[src/rtl/dma_split_pkg.sv]
package dma_split_pkg;
   typedef enum logic [1:0] {
      SZ_64  = 2'd0,
      SZ_128 = 2'd1,
      SZ_256 = 2'd2,
      SZ_MAX = 2'd3
   } xfer_size_e;

   localparam int unsigned CHUNK_W = 9;

   function automatic logic [CHUNK_W-1:0] size_bytes(input xfer_size_e sz);
      case (sz)
         SZ_64:   return 9'd64;
         SZ_128:  return 9'd128;
         default: return 9'd256;
      endcase
   endfunction
endpackage

[src/rtl/dma_split_cfg.sv]
module dma_split_cfg #(
   parameter int unsigned CFG_W = 4,
   parameter int unsigned CAP   = 12,
   parameter int unsigned CW    = 4
) (
   input  logic [CFG_W-1:0] raw_limit,
   output logic [CW-1:0]    eff_limit
);
   initial begin
      assert (CAP >= 1 && CAP < (1 << CFG_W) && CAP < (1 << CW))
         else $error("dma_split_cfg: CAP out of range");
   end

   always_comb begin
      if (raw_limit == '0)
         eff_limit = CW'(1);
      else if (32'(raw_limit) > CAP)
         eff_limit = CW'(CAP);
      else
         eff_limit = CW'(raw_limit);
   end
endmodule

[src/rtl/dma_chunk_calc.sv]
module dma_chunk_calc
   import dma_split_pkg::*;
#(
   parameter int unsigned LW            = 20,
   parameter bit          SPLIT_SUPPORT = 1'b1
) (
   input  logic [7:0]         addr_lo,
   input  logic [LW-1:0]      remain,
   input  xfer_size_e         size,
   input  logic               split_en,
   output logic [CHUNK_W-1:0] chunk_len
);
   initial begin
      assert (LW >= CHUNK_W) else $error("dma_chunk_calc: LW too small");
   end

   logic [CHUNK_W-1:0] lim;
   logic [CHUNK_W-1:0] off;
   logic [CHUNK_W-1:0] room_full;
   logic [CHUNK_W-1:0] room;

   always_comb begin
      lim       = size_bytes(size);
      off       = {1'b0, addr_lo} & (lim - 9'd1);
      room_full = lim - off;
   end

   generate
      if (SPLIT_SUPPORT) begin : g_split
         logic cut64;
         always_comb begin
            cut64 = split_en && (size == SZ_128) && (addr_lo[6:0] != 7'd0);
            room  = cut64 ? (9'd64 - {3'b000, addr_lo[5:0]}) : room_full;
         end
      end else begin : g_nosplit
         logic unused_split;
         always_comb begin
            unused_split = split_en;
            room         = room_full;
         end
      end
   endgenerate

   always_comb begin
      if (remain < LW'(room))
         chunk_len = remain[CHUNK_W-1:0];
      else
         chunk_len = room;
   end
endmodule

[src/rtl/dma_pend_track.sv]
module dma_pend_track #(
   parameter int unsigned CAP = 12,
   parameter int unsigned CW  = 4
) (
   input  logic          clk,
   input  logic          rst_n,
   input  logic          inc,
   input  logic          dec,
   input  logic [CW-1:0] limit,
   output logic [CW-1:0] count,
   output logic          full
);
   always_ff @(posedge clk or negedge rst_n) begin
      if (!rst_n)
         count <= '0;
      else if (inc && !dec)
         count <= count + CW'(1);
      else if (dec && !inc)
         count <= count - CW'(1);
   end

   assign full = (count >= limit);

   p_pend_cap_r5: assert property (@(posedge clk) disable iff (!rst_n)
      32'(count) <= CAP);

   p_no_issue_full_r5: assert property (@(posedge clk) disable iff (!rst_n)
      (inc && full) |-> dec);
endmodule

[src/rtl/dma_rd_splitter.sv]
module dma_rd_splitter
   import dma_split_pkg::*;
#(
   parameter int unsigned AW            = 40,
   parameter int unsigned SW            = 16,
   parameter int unsigned LW            = 20,
   parameter int unsigned DW            = 64,
   parameter int unsigned CFG_W         = 4,
   parameter int unsigned PEND_CAP      = 12,
   parameter bit          SPLIT_SUPPORT = 1'b1
) (
   input  logic             clk,
   input  logic             rst_n,
   input  logic [CFG_W-1:0] cfg_max_pend,
   input  logic [1:0]       cfg_xfer_size,
   input  logic             cfg_split_en,
   input  logic             cfg_irq_host,
   input  logic [AW-1:0]    job_src,
   input  logic [SW-1:0]    job_dst,
   input  logic [LW-1:0]    job_len,
   input  logic             job_load,
   input  logic             job_start,
   output logic             req_valid,
   input  logic             req_ready,
   output logic [AW-1:0]    req_addr,
   output logic [8:0]       req_len,
   input  logic             rsp_valid,
   input  logic [8:0]       rsp_len,
   input  logic [DW-1:0]    rsp_data,
   output logic             sram_we,
   output logic [SW-1:0]    sram_addr,
   output logic [8:0]       sram_len,
   output logic [DW-1:0]    sram_data,
   output logic             busy,
   output logic             done,
   output logic             irq,
   output logic [LW-1:0]    bytes_left,
   output logic             err_start
);
   localparam int unsigned CW = $clog2(PEND_CAP + 1);

   initial begin
      assert (AW >= 8 && SW >= 1 && DW >= 1)
         else $error("dma_rd_splitter: bad width parameter");
   end

   logic [AW-1:0]      src_q;
   logic [SW-1:0]      dst_q;
   logic [LW-1:0]      len_q;
   logic               loaded;
   logic               active;
   logic [AW-1:0]      cur_addr;
   logic [LW-1:0]      remain;
   logic [SW-1:0]      wr_ptr;
   logic               irq_sel;
   logic               done_q;
   logic               irq_q;
   logic               err_q;
   logic [CW-1:0]      eff_limit;
   logic [CW-1:0]      pend_cnt;
   logic               pend_full;
   logic [CHUNK_W-1:0] chunk_len;
   logic               fire;
   logic               accept;
   logic               finish;

   dma_split_cfg #(.CFG_W(CFG_W), .CAP(PEND_CAP), .CW(CW)) i_cfg (
      .raw_limit (cfg_max_pend),
      .eff_limit (eff_limit)
   );

   dma_chunk_calc #(.LW(LW), .SPLIT_SUPPORT(SPLIT_SUPPORT)) i_calc (
      .addr_lo   (cur_addr[7:0]),
      .remain    (remain),
      .size      (xfer_size_e'(cfg_xfer_size)),
      .split_en  (cfg_split_en),
      .chunk_len (chunk_len)
   );

   dma_pend_track #(.CAP(PEND_CAP), .CW(CW)) i_pend (
      .clk   (clk),
      .rst_n (rst_n),
      .inc   (fire),
      .dec   (rsp_valid),
      .limit (eff_limit),
      .count (pend_cnt),
      .full  (pend_full)
   );

   assign busy      = active || (pend_cnt != '0);
   assign req_valid = active && (remain != '0) && !pend_full;
   assign req_addr  = cur_addr;
   assign req_len   = chunk_len;
   assign fire      = req_valid && req_ready;
   assign accept    = job_start && !busy && loaded;
   assign finish    = active && (remain == '0) && (pend_cnt == '0);

   assign sram_we   = rsp_valid;
   assign sram_addr = wr_ptr;
   assign sram_len  = rsp_len;
   assign sram_data = rsp_data;

   assign done       = done_q;
   assign irq        = irq_q;
   assign bytes_left = remain;
   assign err_start  = err_q;

   always_ff @(posedge clk or negedge rst_n) begin
      if (!rst_n) begin
         src_q  <= '0;
         dst_q  <= '0;
         len_q  <= '0;
         loaded <= 1'b0;
      end else if (job_load) begin
         src_q  <= job_src;
         dst_q  <= job_dst;
         len_q  <= job_len;
         loaded <= 1'b1;
      end else if (accept) begin
         loaded <= 1'b0;
      end
   end

   always_ff @(posedge clk or negedge rst_n) begin
      if (!rst_n) begin
         active   <= 1'b0;
         cur_addr <= '0;
         remain   <= '0;
         irq_sel  <= 1'b0;
      end else if (accept) begin
         active   <= 1'b1;
         cur_addr <= src_q;
         remain   <= len_q;
         irq_sel  <= cfg_irq_host;
      end else begin
         if (fire) begin
            cur_addr <= cur_addr + AW'(chunk_len);
            remain   <= remain - LW'(chunk_len);
         end
         if (finish)
            active <= 1'b0;
      end
   end

   always_ff @(posedge clk or negedge rst_n) begin
      if (!rst_n)
         wr_ptr <= '0;
      else if (accept)
         wr_ptr <= dst_q;
      else if (rsp_valid)
         wr_ptr <= wr_ptr + SW'(rsp_len);
   end

   always_ff @(posedge clk or negedge rst_n) begin
      if (!rst_n) begin
         done_q <= 1'b0;
         irq_q  <= 1'b0;
         err_q  <= 1'b0;
      end else begin
         done_q <= finish;
         irq_q  <= finish && irq_sel;
         if (job_start && busy)
            err_q <= 1'b1;
      end
   end

   p_len_fits_r4: assert property (@(posedge clk) disable iff (!rst_n)
      req_valid |-> (req_len != 9'd0) && (LW'(req_len) <= bytes_left));

   p_size_bound_r2: assert property (@(posedge clk) disable iff (!rst_n)
      req_valid |-> (req_len <= 9'd256));

   generate
      if (SPLIT_SUPPORT) begin : g_split_chk
         p_no_cross_r3: assert property (@(posedge clk) disable iff (!rst_n)
            (req_valid && cfg_split_en && cfg_xfer_size == 2'd1 && req_addr[6:0] != 7'd0)
            |-> ((10'(req_addr[5:0]) + 10'(req_len)) <= 10'd64));
      end
   endgenerate

   p_bytes_dec_r8: assert property (@(posedge clk) disable iff (!rst_n)
      (req_valid && req_ready) |=> (bytes_left == $past(bytes_left) - LW'($past(req_len))));

   p_err_sticky_r7: assert property (@(posedge clk) disable iff (!rst_n)
      err_start |=> err_start);

   p_done_idle_r10: assert property (@(posedge clk) disable iff (!rst_n)
      done |-> !busy);

   p_irq_with_done_r11: assert property (@(posedge clk) disable iff (!rst_n)
      irq |-> done);

   p_req_hold_r12: assert property (@(posedge clk) disable iff (!rst_n)
      (req_valid && !req_ready) |=> (req_valid && $stable(req_addr) && $stable(req_len)));
endmodule

[config.mk]
export PLATFORM = sky130hd
export DESIGN_NAME = dma_rd_splitter
export DESIGN_NICKNAME = d
export VERILOG_FILES = /design/src/rtl/dma_split_pkg.sv /design/src/rtl/dma_split_cfg.sv /design/src/rtl/dma_chunk_calc.sv /design/src/rtl/dma_pend_track.sv /design/src/rtl/dma_rd_splitter.sv
export SDC_FILE = /design/constraint.sdc
export NUM_CORES = 1
export LEC_CHECK = 0
export BUFFER_PORTS_ARGS = -buffer_cell sky130_fd_sc_hd__buf_4
export CORE_MARGIN = 2
export CORE_UTILIZATION = 45
export DETAILED_ROUTE_END_ITERATION = 8
export PLACE_DENSITY_LB_ADDON = 0.25
export SLEW_MARGIN = 5
export SYNTH_ARGS = -nofsm -noshare
export SYNTH_HDL_FRONTEND = slang
export SYNTH_SLANG_ARGS = --single-unit
[constraint.sdc]
create_clock -name clk -period 6.7 [get_ports clk]
set_input_delay 0.67 -clock clk [delete_from_list [all_inputs] [get_ports clk]]
set_output_delay 0.67 -clock clk [all_outputs]
set_load 0.05 [all_outputs]
Word-level counts from Yosys, hierarchy flattened
Cells that the tools add are included. Widths: inputs -> output; s select.

Add/sub/neg operators: 8. Multiply operators: 0. Divide/modulo/power cells: 0. Magnitude comparators: 3. Equal/unequal tests: 1. Shifts and indexed selects: 0. Muxes and demuxes: 17. Bitwise gates (word level): 1. Reduce and logical (&&, ||, !) cells: 30.

Operator list (count): $mux 40 (2); $add 40x9->40 (1); $mux 20 (2); $mux 16 (2); $logic_not 20->1 (1); $lt 20x9->1 (1); $reduce_bool 20->1 (1); $sub 20x9->20 (1); $mux 9 (2); $pmux 9 s2 (1); $add 16x9->16 (1); $mux 4 (4); $logic_and 1x1->1 (13); $reduce_bool 2->1 (5); $and 8x9->9 (1); $sub 9x1->9 const B (1); $sub 9x9->9 (1); $logic_not 4->1 (2); $sub 7x6->8 const A (1); $reduce_bool 7->1 (1); $add 4x1->4 const B (1); $ge 4x4->1 (1); $gt 4x4->1 const B (1); $logic_not 1->1 (4); 6 further kinds (9).

Flip-flop bits (word level): 162. Latch bits: 0. Memory bits (writable): 0. ROM bits: 0. Bits of input ports: 163. Output and inout bits: 164. Logic and storage cells: 73. Memories: 0.

Logic depth before layout (Yosys ltp)
Gate-level depths: netlist of run 1.

Depth in word-level cells: 11. Mapped depth: 30. Gate-level depth less buffers: 27.

Cells and area by module
Synthesis of run 1 repeated with hierarchy kept, for this count alone.

Cell total of the unflattened synthesis: 954. Area total of the unflattened synthesis: 9686.8 um^2.

By module, submodules not included: dma_rd_splitter (instances 1, cells an instance 848, area an instance 8814.7 um^2, seq. area each 3953.8 um^2); dma_chunk_calc (instances 1, cells an instance 66, area an instance 501.7 um^2, seq. area each 0.0 um^2); dma_pend_track (instances 1, cells an instance 35, area an instance 337.8 um^2, seq. area each 100.1 um^2); dma_split_cfg (instances 1, cells an instance 5, area an instance 32.5 um^2, seq. area each 0.0 um^2).

Worst setup path after synthesis of run 1
Ideal clock, no wire load.

Path kind: register to register. From: reg cur_addr[2], in the netlist req_addr[2]. To: reg remain[12], in the netlist bytes_left[12]. Arrival: 6.987 ns. Required time: 6.550 ns. Path slack: -0.437 ns. Stages on the path, launching flop included: 28. Buffers on the path: 3. Period minus slack after synthesis: 7.137 ns. Cells stage by stage: dfrtp_1 > or3_1 > nor3_1 > nor3b_1 > nand3_1 > nor2_1 > a21oi_1 > ha_1 > and4_1 > o211ai_1 > a21oi_1 > nor3_1 > clkbuf_1 > buf_2 > o21ai_0 > ha_1 > fa_1 > inv_1 > maj3_2 > maj3_2 > a221o_1 > a31oi_1 > a31oi_1 > a311oi_2 > nand2b_1 > buf_2 > o211ai_1 > o311ai_1.

Longest elaborated chain between the ends: 8. Elaborated cells on any way between the ends: 11. Classes of those cells: add/sub (3); order compare (1); mux (4); bitwise (1); reduce/logical (2).

RTL lines: start, declared (RTL line dma_rd_splitter.sv:52) `logic [AW-1:0] cur_addr;`; start signal, assigned (RTL line dma_rd_splitter.sv:132) `cur_addr <= src_q;`; start signal, assigned (RTL line dma_rd_splitter.sv:137) `cur_addr <= cur_addr + AW'(chunk_len);`; $and 8x9->9 or $reduce_bool 7->1 (tied branches) (RTL line dma_chunk_calc.sv:24, dma_chunk_calc.sv:32); $sub 9x9->9 or $logic_and 1x1->1 (tied branches) (RTL line dma_chunk_calc.sv:25, dma_chunk_calc.sv:32); $mux 9 * (RTL line dma_chunk_calc.sv:33) `room = cut64 ? (9'd64 - {3'b000, addr_lo[5:0]}) : room_full;`; $lt 20x9->1 (RTL line dma_chunk_calc.sv:45) `if (remain < LW'(room))`; $mux 9 * (RTL line dma_chunk_calc.sv:45); named net req_len[0] (RTL line dma_rd_splitter.sv:26) `output logic [8:0] req_len,`; $sub 20x9->20 * (RTL line dma_rd_splitter.sv:138) `remain <= remain - LW'(chunk_len);`; $mux 20 * (RTL line dma_rd_splitter.sv:136) `if (fire) begin`; $mux 20 * (RTL line dma_rd_splitter.sv:130) `end else if (accept) begin`; end signal, assigned (RTL line dma_rd_splitter.sv:133) `remain <= len_q;`; end signal, assigned (RTL line dma_rd_splitter.sv:138); end, declared (RTL line dma_rd_splitter.sv:53) `logic [LW-1:0] remain;`.

Mark *: on every way through the listed nets, which the timed path passes. The rest lies on a longest branch. The select of a mux whose other input is x is not followed. A chain may end at the register's enable or synchronous reset.

Worst setup path after layout of run 1
From: reg cur_addr[2], in the netlist req_addr[2]. To: reg remain[15], in the netlist bytes_left[15].

Longest elaborated chain between the ends: 8. Elaborated cells on any way between the ends: 11. Classes of those cells: add/sub (3); order compare (1); mux (4); bitwise (1); reduce/logical (2).

RTL lines (RTL line): $and 8x9->9 or $reduce_bool 7->1 (tied branches) (dma_chunk_calc.sv:24, dma_chunk_calc.sv:32); $sub 9x9->9 or $logic_and 1x1->1 (tied branches) (dma_chunk_calc.sv:25, dma_chunk_calc.sv:32); $mux 9 * (dma_chunk_calc.sv:33); $lt 20x9->1 (dma_chunk_calc.sv:45); $mux 9 * (dma_chunk_calc.sv:45); $sub 20x9->20 * (dma_rd_splitter.sv:138); $mux 20 * (dma_rd_splitter.sv:136); $mux 20 * (dma_rd_splitter.sv:130).

Mark *: on every way between the ends. The rest lies on a longest branch, timed or not. The select of a mux whose other input is x is not followed.

==> impl_metrics.json, run 1 <==
{
  "vias": 8133,
  "die_h_um": 152,
  "power_w": 0.00573,
  "die_area_mm2": 0.0231,
  "p_sw_w": 0.00280,
  "multiInputGateArea_mm2": 0.00497,
  "p_int_w": 0.00294,
  "final_common_cell": "buf_4",
  "cts_root_buf": "clkbuf_16",
  "grt_pass1_wl_um": 43500,
  "placed_cell_area_mm2": 0.0111,
  "power_density_mw_per_mm2": 490,
  "routedWlPerCell_um": 19.2,
  "worstPathArrival_ps": 6400,
  "p_sw_share_pct": 48.8,
  "avgSynthCellArea_um2": 9.74,
  "rows": 54,
  "ir_worst_vdd_mv": 0.258,
  "num-nets-final": 1330,
  "hpwlAfterDp_um": 19000,
  "drtIter0Drc": 522,
  "die_width_um": 152,
  "finalWeightedCongestion": 0.877,
  "wl_met3_um": 1760,
  "pwr-share-seq_pct": 26.0,
  "hold_class": "in2async",
  "cts_hold_buf": 0,
  "max_stage_delay_ps": 540,
  "post-route-period-util_pct": 91.2,
  "stdcell_count": 1416,
  "rsz0062_at_grt": "no",
  "port-buffer-count": 198,
  "highest_layer": "met4",
  "ys_types": 77,
  "critical_path.slowest_cell": "dfrtp_1",
  "antenna_found_initial": 0,
  "ys_ff_latch": 162,
  "ant_nets": 0,
  "crit_fanout": 14,
  "drt_wl_total_um": 27200,
  "cp.required_ps": 6990,
  "grt_max_degree": 93,
  "p_leak_nw": 5.26,
  "synth_area_mm2": 0.00988,
  "crit_path_start_kind": "flip-flop",
  "drive_gt1_share_pct": 30.5,
  "ys_seq_area_share_pct": 41.0,
  "yosysWarningCount": 0,
  "fin_skew_ps": 12.9,
  "worstMarginPinSlew_ps": 1090,
  "r2r-start": "req_addr[2]",
  "clk_pin_slew_ps": 70,
  "via_per_inst": 5.74,
  "maxCapViolCount": 0,
  "finalSetupTns_ps": 0,
  "rr_endpoint": "bytes_left[15]",
  "synth_edf_count": 0,
  "setup_violations": 0,
  "async_reset_ff_share_pct": 100,
  "grt_usage_pct": 23.4,
  "slew_violations": 0,
  "area_delta_synth_final_pct": 18.4,
  "hold_viol_final": 0,
  "post-route-util_pct": 53.9,
  "cts_buffers": 17,
  "insertedDiodeCount": 0,
  "path_class": "reg2reg",
  "fmax_ghz": 0.164,
  "post-route-drc-count": 0,
  "io_pins": 327,
  "dr_wl_met2_um": 12800,
  "dp_cells": 1385,
  "clock-sinks": 162,
  "min_period_ps": 6110,
  "status": "completed",
  "syn_nets": 1220,
  "crit_chain": "or3_1 -> nor3_1 -> xnor2_1 -> clkinv_1 -> ha_1 -> and4_1 -> o211ai_1 -> a21oi_2 -> nor3_2 -> nand2_1 -> o21ai_1 -> inv_1 -> ha_1 -> a21oi_1 -> maj3_1 -> nand3_1 -> and3_1 -> a221o_1 -> a221oi_2 -> nand2_1 -> o311ai_1 -> o211ai_1",
  "synth_ff_type": "dfrtp_1",
  "syn_inst": 1014,
  "fillCellCount": 1942,
  "r2r_cells": 22,
  "max_slew_margin_pct": 27.6,
  "drtPass1Iterations": 5,
  "grt_pass1_vias": 7919,
  "cts_tree": "yes",
  "clk_latency_ps": 430,
  "power_frac_clock_pct": 17.7,
  "power_frac_comb_pct": 56.3,
  "cts_max_level": 4,
  "fp.coreArea_mm2": 0.0217,
  "final_cell_mix": "buf_4, dfrtp_1, nand2_1",
  "clockBufferDepth": 2,
  "drt-met1-wl_um": 12000,
  "r2r_setup_slack_ps": 590,
  "postLayoutCellArea_mm2": 0.0117,
  "area.sequential_mm2": 0.00405,
  "start_util_pct": 45.5,
  "grt-ovfl-total": 0,
  "cp-end-kind": "flip-flop"
}
[timing repair]
action / CTS / global route
setup buffers: 0 / 0
hold endpoints to repair: 0 / 0
resized for setup: 0 / 2
setup endpoints to repair: 0 / 4
[state kept, by name (all words and copies together) (netlist names)]
name          flops
done              1
irq_sel           1
sram_addr        16
irq               1
i_pend.count      4
err_start         1
len_q            20
loaded            1
bytes_left       20
req_addr         40
dst_q            16
active            1
src_q            40
[power by group through the flow]
stage,clock [W],sequential (W),combinational [W]
after global placement,0,0.00150,0.00317
after CTS,0.00104,0.00148,0.00322
final,0.00102,0.00149,0.00323
after global routing,0.00108,0.00153,0.00351
after floorplan,0,0.00190,0.00200
after detailed placement,0,0.00150,0.00321
[metal layers]
metal  global-route usage, %  vias up
met2                    36.6      289
met3                    5.80       57
met1                    31.7     3944
li1                        -     3843
met5                       0        -
met4                    8.50        0
[logic make-up after synthesis]
group	share of synthesized area [%]
AO/OA/AOI/OAI	16.9
XOR/XNOR	3.00
adder cells (fa/ha/maj)	6.08
buffers and inverters	8.79
flip-flops	41.0
multiplexers	9.50
AND/OR/NAND/NOR	14.6
[worst max-delay path by stage]
stage	to	start	slack [ps]	cells past startpoint
3_3_place_gp	bytes_left[15]	req_addr[2]	690	23
4_1_cts	bytes_left[15]	req_addr[2]	460	23
6_report	bytes_left[15]	req_addr[2]	590	22
2_1_floorplan	bytes_left[12]	req_addr[2]	40	27
5_1_grt	bytes_left[15]	req_addr[1]	10	26
3_5_place_dp	bytes_left[15]	req_addr[2]	500	23
[worst max-delay path: cells and delay by family (launching register included)]
family / cells / cell delay [ps]
adders and majority gates: 3 / 930
xor gates and xnor gates: 1 / 270
and+or+nand+nor: 8 / 1860
buffers and inverters: 2 / 410
AOI/OAI and AO/OA: 8 / 1980
DFF: 1 / 540
[per-stage QoR]
step | hold WS, ps | setup slack, ps
3_5_place_dp | 446 | 499
4_1_cts | 358 | 458
2_1_floorplan | 374 | 35.4
6_report | 317 | 590
5_1_grt | 391 | 14.0
3_3_place_gp | 446 | 693
[synth_stat cells, types with 3 or more instances]
| master | count | area share [%] |
|---|---|---|
| and4_1 | 3 | 0.27 |
| nor4_1 | 5 | 0.32 |
| o311ai_1 | 9 | 0.80 |
| dfrtp_1 | 162 | 41 |
| or3_1 | 15 | 0.95 |
| buf_4 | 74 | 5.6 |
| xor2_1 | 15 | 1.3 |
| fa_1 | 4 | 0.81 |
| o21ai_1 | 13 | 0.66 |
| ha_1 | 39 | 4.9 |
| nor4b_1 | 3 | 0.27 |
| a221o_1 | 7 | 0.71 |
| o21ai_0 | 54 | 2.7 |
| a21oi_1 | 35 | 1.8 |
| or4_1 | 7 | 0.53 |
| nor2_1 | 40 | 1.5 |
| o211ai_1 | 27 | 2.1 |
| and2_1 | 6 | 0.38 |
| a211o_1 | 4 | 0.35 |
| mux2_2 | 77 | 8.8 |
| a31oi_1 | 8 | 0.51 |
| mux2i_1 | 6 | 0.61 |
| xnor2_1 | 17 | 1.5 |
| nor2b_1 | 4 | 0.25 |
| buf_1 | 6 | 0.23 |
| buf_2 | 4 | 0.20 |
| a21o_1 | 15 | 1.1 |
| inv_2 | 3 | 0.11 |
| nand2b_1 | 4 | 0.25 |
| nand2_1 | 105 | 4.0 |
| o221ai_1 | 5 | 0.44 |
| inv_1 | 34 | 1.3 |
| nor3b_1 | 4 | 0.30 |
| o21a_1 | 5 | 0.38 |
| and3_1 | 17 | 1.1 |
| a22oi_1 | 21 | 1.6 |
| nor3_1 | 15 | 0.76 |
| clkbuf_1 | 34 | 1.3 |
| nand4_1 | 9 | 0.57 |
| nand3_1 | 51 | 2.6 |
[final cells by class]
type                       instances  area share, %
inverter                          38           1.22
tap                              280           3.00
multi-input combinational        696           42.5
sequential                       162           34.7
timing repair buffer             209           13.5
clock inverter                    14           1.50
clock buffer                      17           3.64
(Power assumes the default switching activity.)
==> run 2, diff against run 1 <==
--- a/config.mk
+++ b/config.mk
@@ -13,4 +13,5 @@
 export SLEW_MARGIN = 5
 export SYNTH_ARGS = -nofsm -noshare
 export SYNTH_HDL_FRONTEND = slang
+export SYNTH_HIERARCHICAL = 1
 export SYNTH_SLANG_ARGS = --single-unit
==> run 2 against run 1 <==
Compared with the run above:
- fmax is 12% higher
- sequential share of layout area is 0.87 points higher
- wire length is 6.5% lower
- final area is 2.5% lower
- worst hold slack better by 20 ps
- combinational power is 11% higher
==> impl_metrics.json, run 2 <==
{
  "rows": 53,
  "rsz0062_at_grt": "no",
  "drtIter0Drc": 363,
  "grt_max_degree": 94,
  "syn_inst": 954,
  "p_int_w": 0.00312,
  "grt_usage_pct": 22.5,
  "drtPass1Iterations": 4,
  "clk_latency_ps": 420,
  "hpwlAfterDp_um": 18200,
  "ant_nets": 0,
  "yosysWarningCount": 6,
  "fmax_ghz": 0.183,
  "final_common_cell": "buf_4",
  "power_density_mw_per_mm2": 545,
  "ys_types": 70,
  "worstPathArrival_ps": 5730,
  "synth_edf_count": 0,
  "synth_ff_type": "dfrtp_1",
  "final_cell_mix": "buf_4, dfrtp_1, nand2_1",
  "cts_max_level": 4,
  "async_reset_ff_share_pct": 100,
  "crit_fanout": 9,
  "insertedDiodeCount": 0,
  "synth_fa_ha_area_share_pct": 6.38,
  "antenna_found_initial": 0,
  "status": "completed",
  "io_pins": 327,
  "cp.required_ps": 6960,
  "power_frac_clock_pct": 15.9,
  "max_slew_margin_pct": 29.4,
  "finalWeightedCongestion": 0.901,
  "fin_skew_ps": 19.6,
  "synth_xor_area_share_pct": 3.16,
  "post-route-util_pct": 54.1,
  "maxCapViolCount": 0,
  "synth_area_mm2": 0.00969,
  "hold_viol_final": 0,
  "grt_pass1_wl_um": 39800,
  "clock-sinks": 162,
  "synth_top_family_by_area": "compound AO/OA/AOI/OAI gates",
  "muxShareOfSynthArea_pct": 10.6,
  "cts_setup_buffers": 0,
  "stdcell_count": 1351,
  "crit_path_start_kind": "flip-flop",
  "setup_violations": 0,
  "path_class": "reg2reg",
  "cts_resized": 0,
  "synth_top_area_cell": "dfrtp_1",
  "post-route-period-util_pct": 81.6,
  "slew_violations": 0,
  "synth_top_area_share_pct": 41.8,
  "synth-compound-area-share_pct": 16.2,
  "yosys.area_share.simple_pct": 12.4,
  "via_per_inst": 5.65,
  "ys_ff_latch": 162,
  "p_sw_share_pct": 49.7,
  "ir_worst_vdd_mv": 0.230,
  "drt_wl_total_um": 25400,
  "netlist_top_cells_area": "dfrtp_1, mux2_2, buf_4",
  "die_width_um": 151,
  "p_sw_w": 0.00309,
  "port-buffer-count": 198,
  "num-nets-final": 1273,
  "p_leak_nw": 5.15,
  "fp.coreArea_mm2": 0.0211,
  "dp_cells": 1319,
  "post-route-drc-count": 0,
  "grt_pass1_vias": 7471,
  "cts_buffers": 17,
  "cts_root_buf": "clkbuf_16",
  "vias": 7634,
  "routedWlPerCell_um": 18.8,
  "pwr-share-seq_pct": 26.5,
  "worstMarginPinSlew_ps": 1060,
  "avgSynthCellArea_um2": 10.2,
  "min_period_ps": 5470,
  "die_h_um": 151,
  "synth_commonest_cells": "dfrtp_1, nand2_1, mux2_2",
  "grt-ovfl-total": 0,
  "cts_hold_buf": 0,
  "power_frac_comb_pct": 57.5,
  "die_area_mm2": 0.0227,
  "area_delta_synth_final_pct": 17.7,
  "clockBufferDepth": 2,
  "clk_pin_slew_ps": 70,
  "ys_seq_area_share_pct": 41.8,
  "drive_gt1_share_pct": 30.6,
  "cp-end-kind": "flip-flop",
  "synth_most_common_cell": "dfrtp_1",
  "start_util_pct": 45.9,
  "hold_class": "in2async",
  "finalSetupTns_ps": 0,
  "cts_tree": "yes",
  "syn_nets": 1164
}
-- run 2: logic make-up (layout without fill, tap and decap cells) --
logic type,after synthesis,after routing
buf+inv,154,276
compound gates,222,222
flops,162,162
simple gates,242,242
fa+ha+maj,47,47
mux,92,92
xor+xnor,35,35
-- run 2: final cells by class --
| type | count | area (um^2) |
|---|---|---|
| Fill cell | 1922 | 9680 |
| Multi-Input combinational cell | 638 | 4730 |
| Sequential cell | 162 | 4050 |
| Timing Repair Buffer | 203 | 1530 |
| Clock buffer | 19 | 443 |
| Tap cell | 275 | 344 |
| Inverter | 41 | 156 |
| Clock inverter | 13 | 150 |
-- run 2: path summary, 6_finish.rpt --
kind | endpoint | slack [ps] | start | depth (start not counted)
worst max-delay path | bytes_left[17] | 1230 | req_addr[5] | 16
min in group clk | irq_sel | 440 | cfg_irq_host | 3
worst min-delay path | len_q[3] | 340 | rst_n | 1
max in group asynchronous | bytes_left[7] | 4890 | rst_n | 2
worst min register to register | err_start | 470 | err_start | 1
worst max register to register | bytes_left[17] | 1230 | req_addr[5] | 16
-- run 2: through the flow --
stage / worst slack, ps / power (W) / area [um^2] / hold WS [ps]
global placement: 1510 / 0.00518 / 10800 / 448
floorplan: 1180 / 0.00429 / 9690 / 374
detailed placement: 1340 / 0.00523 / 10800 / 454
finish: 1230 / 0.00621 / 11400 / 337
global route: 805 / 0.00663 / 11400 / 387
CTS: 1300 / 0.00625 / 11400 / 381
-- run 2: critical path, stage by stage, from the launching register on --
cell and delay (ps):
dfrtp_1 440, nor4_1 670, nand3_1 200, ha_1 260
nor4_1 290, nand4_1 170, a211oi_2 520, buf_4 260
mux2i_1 390, inv_1 100, ha_1 400, a21o_1 190
a21oi_1 100, and4b_1 220, a211oi_1 680, or2_2 270
o311ai_0 130
-- run 2: power by group through the flow --
stage | combinational (W) | clock (W) | sequential, W
finish | 0.00358 | 0.000990 | 0.00165
CTS | 0.00359 | 0.00101 | 0.00164
detailed placement | 0.00358 | 0 | 0.00166
global placement | 0.00353 | 0 | 0.00165
floorplan | 0.00201 | 0 | 0.00229
global route | 0.00388 | 0.00105 | 0.00170
-- run 2: metal layers --
metal / wire length (um) / vias to the layer above / GRT usage (%)
met3: 1620 / 34 / 5.61
met2: 12300 / 227 / 36.8
li1: - / 3641 / -
met1: 11000 / 3732 / 29.1
met4: 505 / 0 / 7.90
met5: 0 / - / 0
==> run 3, diff against run 2 <==
==> constraint.sdc (replaced) <==
create_clock -name clk -period 4.4 [get_ports clk]
set_input_delay 0.44 -clock clk [delete_from_list [all_inputs] [get_ports clk]]
set_output_delay 0.44 -clock clk [all_outputs]
set_load 0.05 [all_outputs]
==> run 3 against run 2 <==
Compared with the run above:
- clock skew decreased by 8.0 ps
- clock power increased by 68%
- global-route usage increased by 1.5 points
- non-clock buffer count up 44
- largest cell class unchanged
- total power up 74%
- critical path depth grew 3
- sequential power is 52% higher
- count of clock-buffer cells in the layout unchanged
- wire length increased by 7.7%
- fmax is 27% higher
- core utilization up 5.1 points
- final area rose by 9.4%
==> impl_metrics.json, run 3 (same netlist as run 2, synthesis figures left out) <==
{
  "status": "completed",
  "hold_class": "in2async",
  "die_width_um": 151,
  "slew_violations": 0,
  "p_sw_share_pct": 48.3,
  "multiInputGateArea_mm2": 0.00534,
  "power_frac_clock_pct": 15.3,
  "pwr-share-seq_pct": 23.1,
  "fmax_ghz": 0.232,
  "max_slew_margin_pct": 27.8,
  "num-nets-final": 1318,
  "port-buffer-count": 198,
  "p_int_w": 0.00559,
  "min_period_ps": 4300,
  "cts_buffers": 17,
  "r2r_cells": 19,
  "final_common_cell": "buf_4",
  "area.sequential_mm2": 0.00406,
  "finalWorstSetupSlack_ps": 96.4,
  "antenna_found_initial": 0,
  "power_w": 0.0108,
  "power_density_mw_per_mm2": 867,
  "area_delta_synth_final_pct": 28.8,
  "stdcell_count": 1396,
  "fin_skew_ps": 11.6,
  "r2r_setup_slack_ps": 100,
  "p_sw_w": 0.00523,
  "fillCellCount": 1814,
  "final_cell_mix": "buf_4, dfrtp_1, nand2_1",
  "clock-sinks": 162,
  "finalWeightedCongestion": 0.883,
  "die_h_um": 151,
  "clockBufferDepth": 2,
  "crit_fanout": 7,
  "pre_cts_ws_ps": -152,
  "post-route-drc-count": 0,
  "cp-end-kind": "flip-flop",
  "grt_max_degree": 103,
  "r2r-start": "req_addr[3]",
  "setup_violations": 0,
  "via_per_inst": 5.75,
  "crit_path_start_kind": "flip-flop",
  "crit_chain": "nor4_4 -> buf_4 -> o211a_4 -> a21o_1 -> ha_4 -> nand3_2 -> a211oi_2 -> a211oi_4 -> mux2_4 -> buf_6 -> ha_4 -> inv_1 -> fa_2 -> a211oi_2 -> nor2_1 -> o311a_1 -> a2bb2oi_4 -> o311ai_2 -> o311ai_1",
  "fp.coreArea_mm2": 0.0211,
  "vias": 8025,
  "ant_nets": 0,
  "worstPathArrival_ps": 4600,
  "cts_tree": "yes",
  "clk_pin_slew_ps": 70,
  "routedWlPerCell_um": 19.6,
  "rsz0062_at_grt": "yes",
  "worstMarginPinSlew_ps": 1080,
  "grt_usage_pct": 24.0,
  "cts_hold_buf": 0,
  "start_util_pct": 45.9,
  "grt_pass1_wl_um": 42100,
  "path_class": "reg2reg",
  "cts_max_level": 4,
  "power_frac_comb_pct": 61.5,
  "io_pins": 327,
  "drtPass1Iterations": 5,
  "cp.required_ps": 4690,
  "hold_ws_ps": 110,
  "rows": 53,
  "grt_pass1_vias": 7827,
  "clk_latency_ps": 440,
  "drive_gt1_share_pct": 40.3,
  "drtIter0Drc": 444,
  "post-route-period-util_pct": 97.8,
  "dp_cells": 1349,
  "grt-ovfl-total": 0,
  "insertedDiodeCount": 0,
  "hold_viol_final": 0,
  "rr_endpoint": "bytes_left[16]",
  "maxCapViolCount": 0,
  "p_leak_nw": 5.46,
  "critical_path.slowest_cell": "dfrtp_2",
  "max_stage_delay_ps": 420,
  "die_area_mm2": 0.0227,
  "ir_worst_vdd_mv": 0.372,
  "drt_wl_total_um": 27400,
  "hpwlAfterDp_um": 19100,
  "cts_root_buf": "clkbuf_16"
}
run 3: cell count changes in the layout (fill, tap and decap cells not counted), sizes merged:
cell,change
a221o,+1
clkinv,-3
buf,+44
clkinvlp,+1
bufinv,+2
run 3: worst max path at each step:
stage                endpoint  slack (ps)        start  cells after the start
2_1_floorplan  bytes_left[14]         -90  req_addr[1]                     19
3_3_place_gp     req_addr[34]          20  req_addr[0]                     17
3_5_place_dp     req_addr[32]        -150  req_addr[0]                     17
4_1_cts        bytes_left[16]           7  req_addr[3]                     19
5_1_grt          req_addr[20]         -70  req_addr[0]                     19
6_report       bytes_left[16]         100  req_addr[3]                     19
run 3: what timing repair did:
item,in CTS,in global routing
setup buffers,4,10
setup endpoints to repair,18,40
endpoints found under the hold margin,0,0
resized for setup,10,33
cloned,1,0
pin swaps,8,19
run 3: routing by layer:
layer  vias up  track usage [%]  routed length, um
met5         -                0                  0
met4         0             7.38                510
met3        40             4.97               1630
met2       262             40.2              13600
met1      4002             31.2              11700
li1       3721                -                  -
run 3: critical path: cells and delay by family, from the launching register on:
kind            cells  cell delay (ps)
fa+ha+maj           3              710
buf+inv             3              320
compound gates      9             1950
simple gates        3              490
flops               1              420
mux                 1              260
run 3: power groups by stage:
| stage | registers, W | logic, W | clock network [W] |
|---|---|---|---|
| 4_1_cts | 0.00247 | 0.00640 | 0.00168 |
| 2_1_floorplan | 0.00352 | 0.00351 | 0 |
| 6_report | 0.00250 | 0.00666 | 0.00166 |
| 5_1_grt | 0.00257 | 0.00715 | 0.00175 |
| 3_5_place_dp | 0.00249 | 0.00627 | 0 |
| 3_3_place_gp | 0.00249 | 0.00615 | 0 |
run 3: metrics by stage:
step | TNS, ps | cell area, um^2 | util (%)
finish | 0 | 12500 | 59.2
global route | -256 | 12500 | 59.2
CTS | 0 | 12200 | 57.9
detailed placement | -990 | 11400 | 54.3
global placement | 0 | 11400 | 54.3
floorplan | -1070 | 10100 | -
run 3: area by class of cell:
cell class	instances	share of cell area (%)
multi-input combinational	639	42.8
timing repair buffer	247	15.4
clock inverter	13	1.59
clock buffer	19	3.63
tap	275	2.76
inverter	41	1.25
sequential	162	32.6
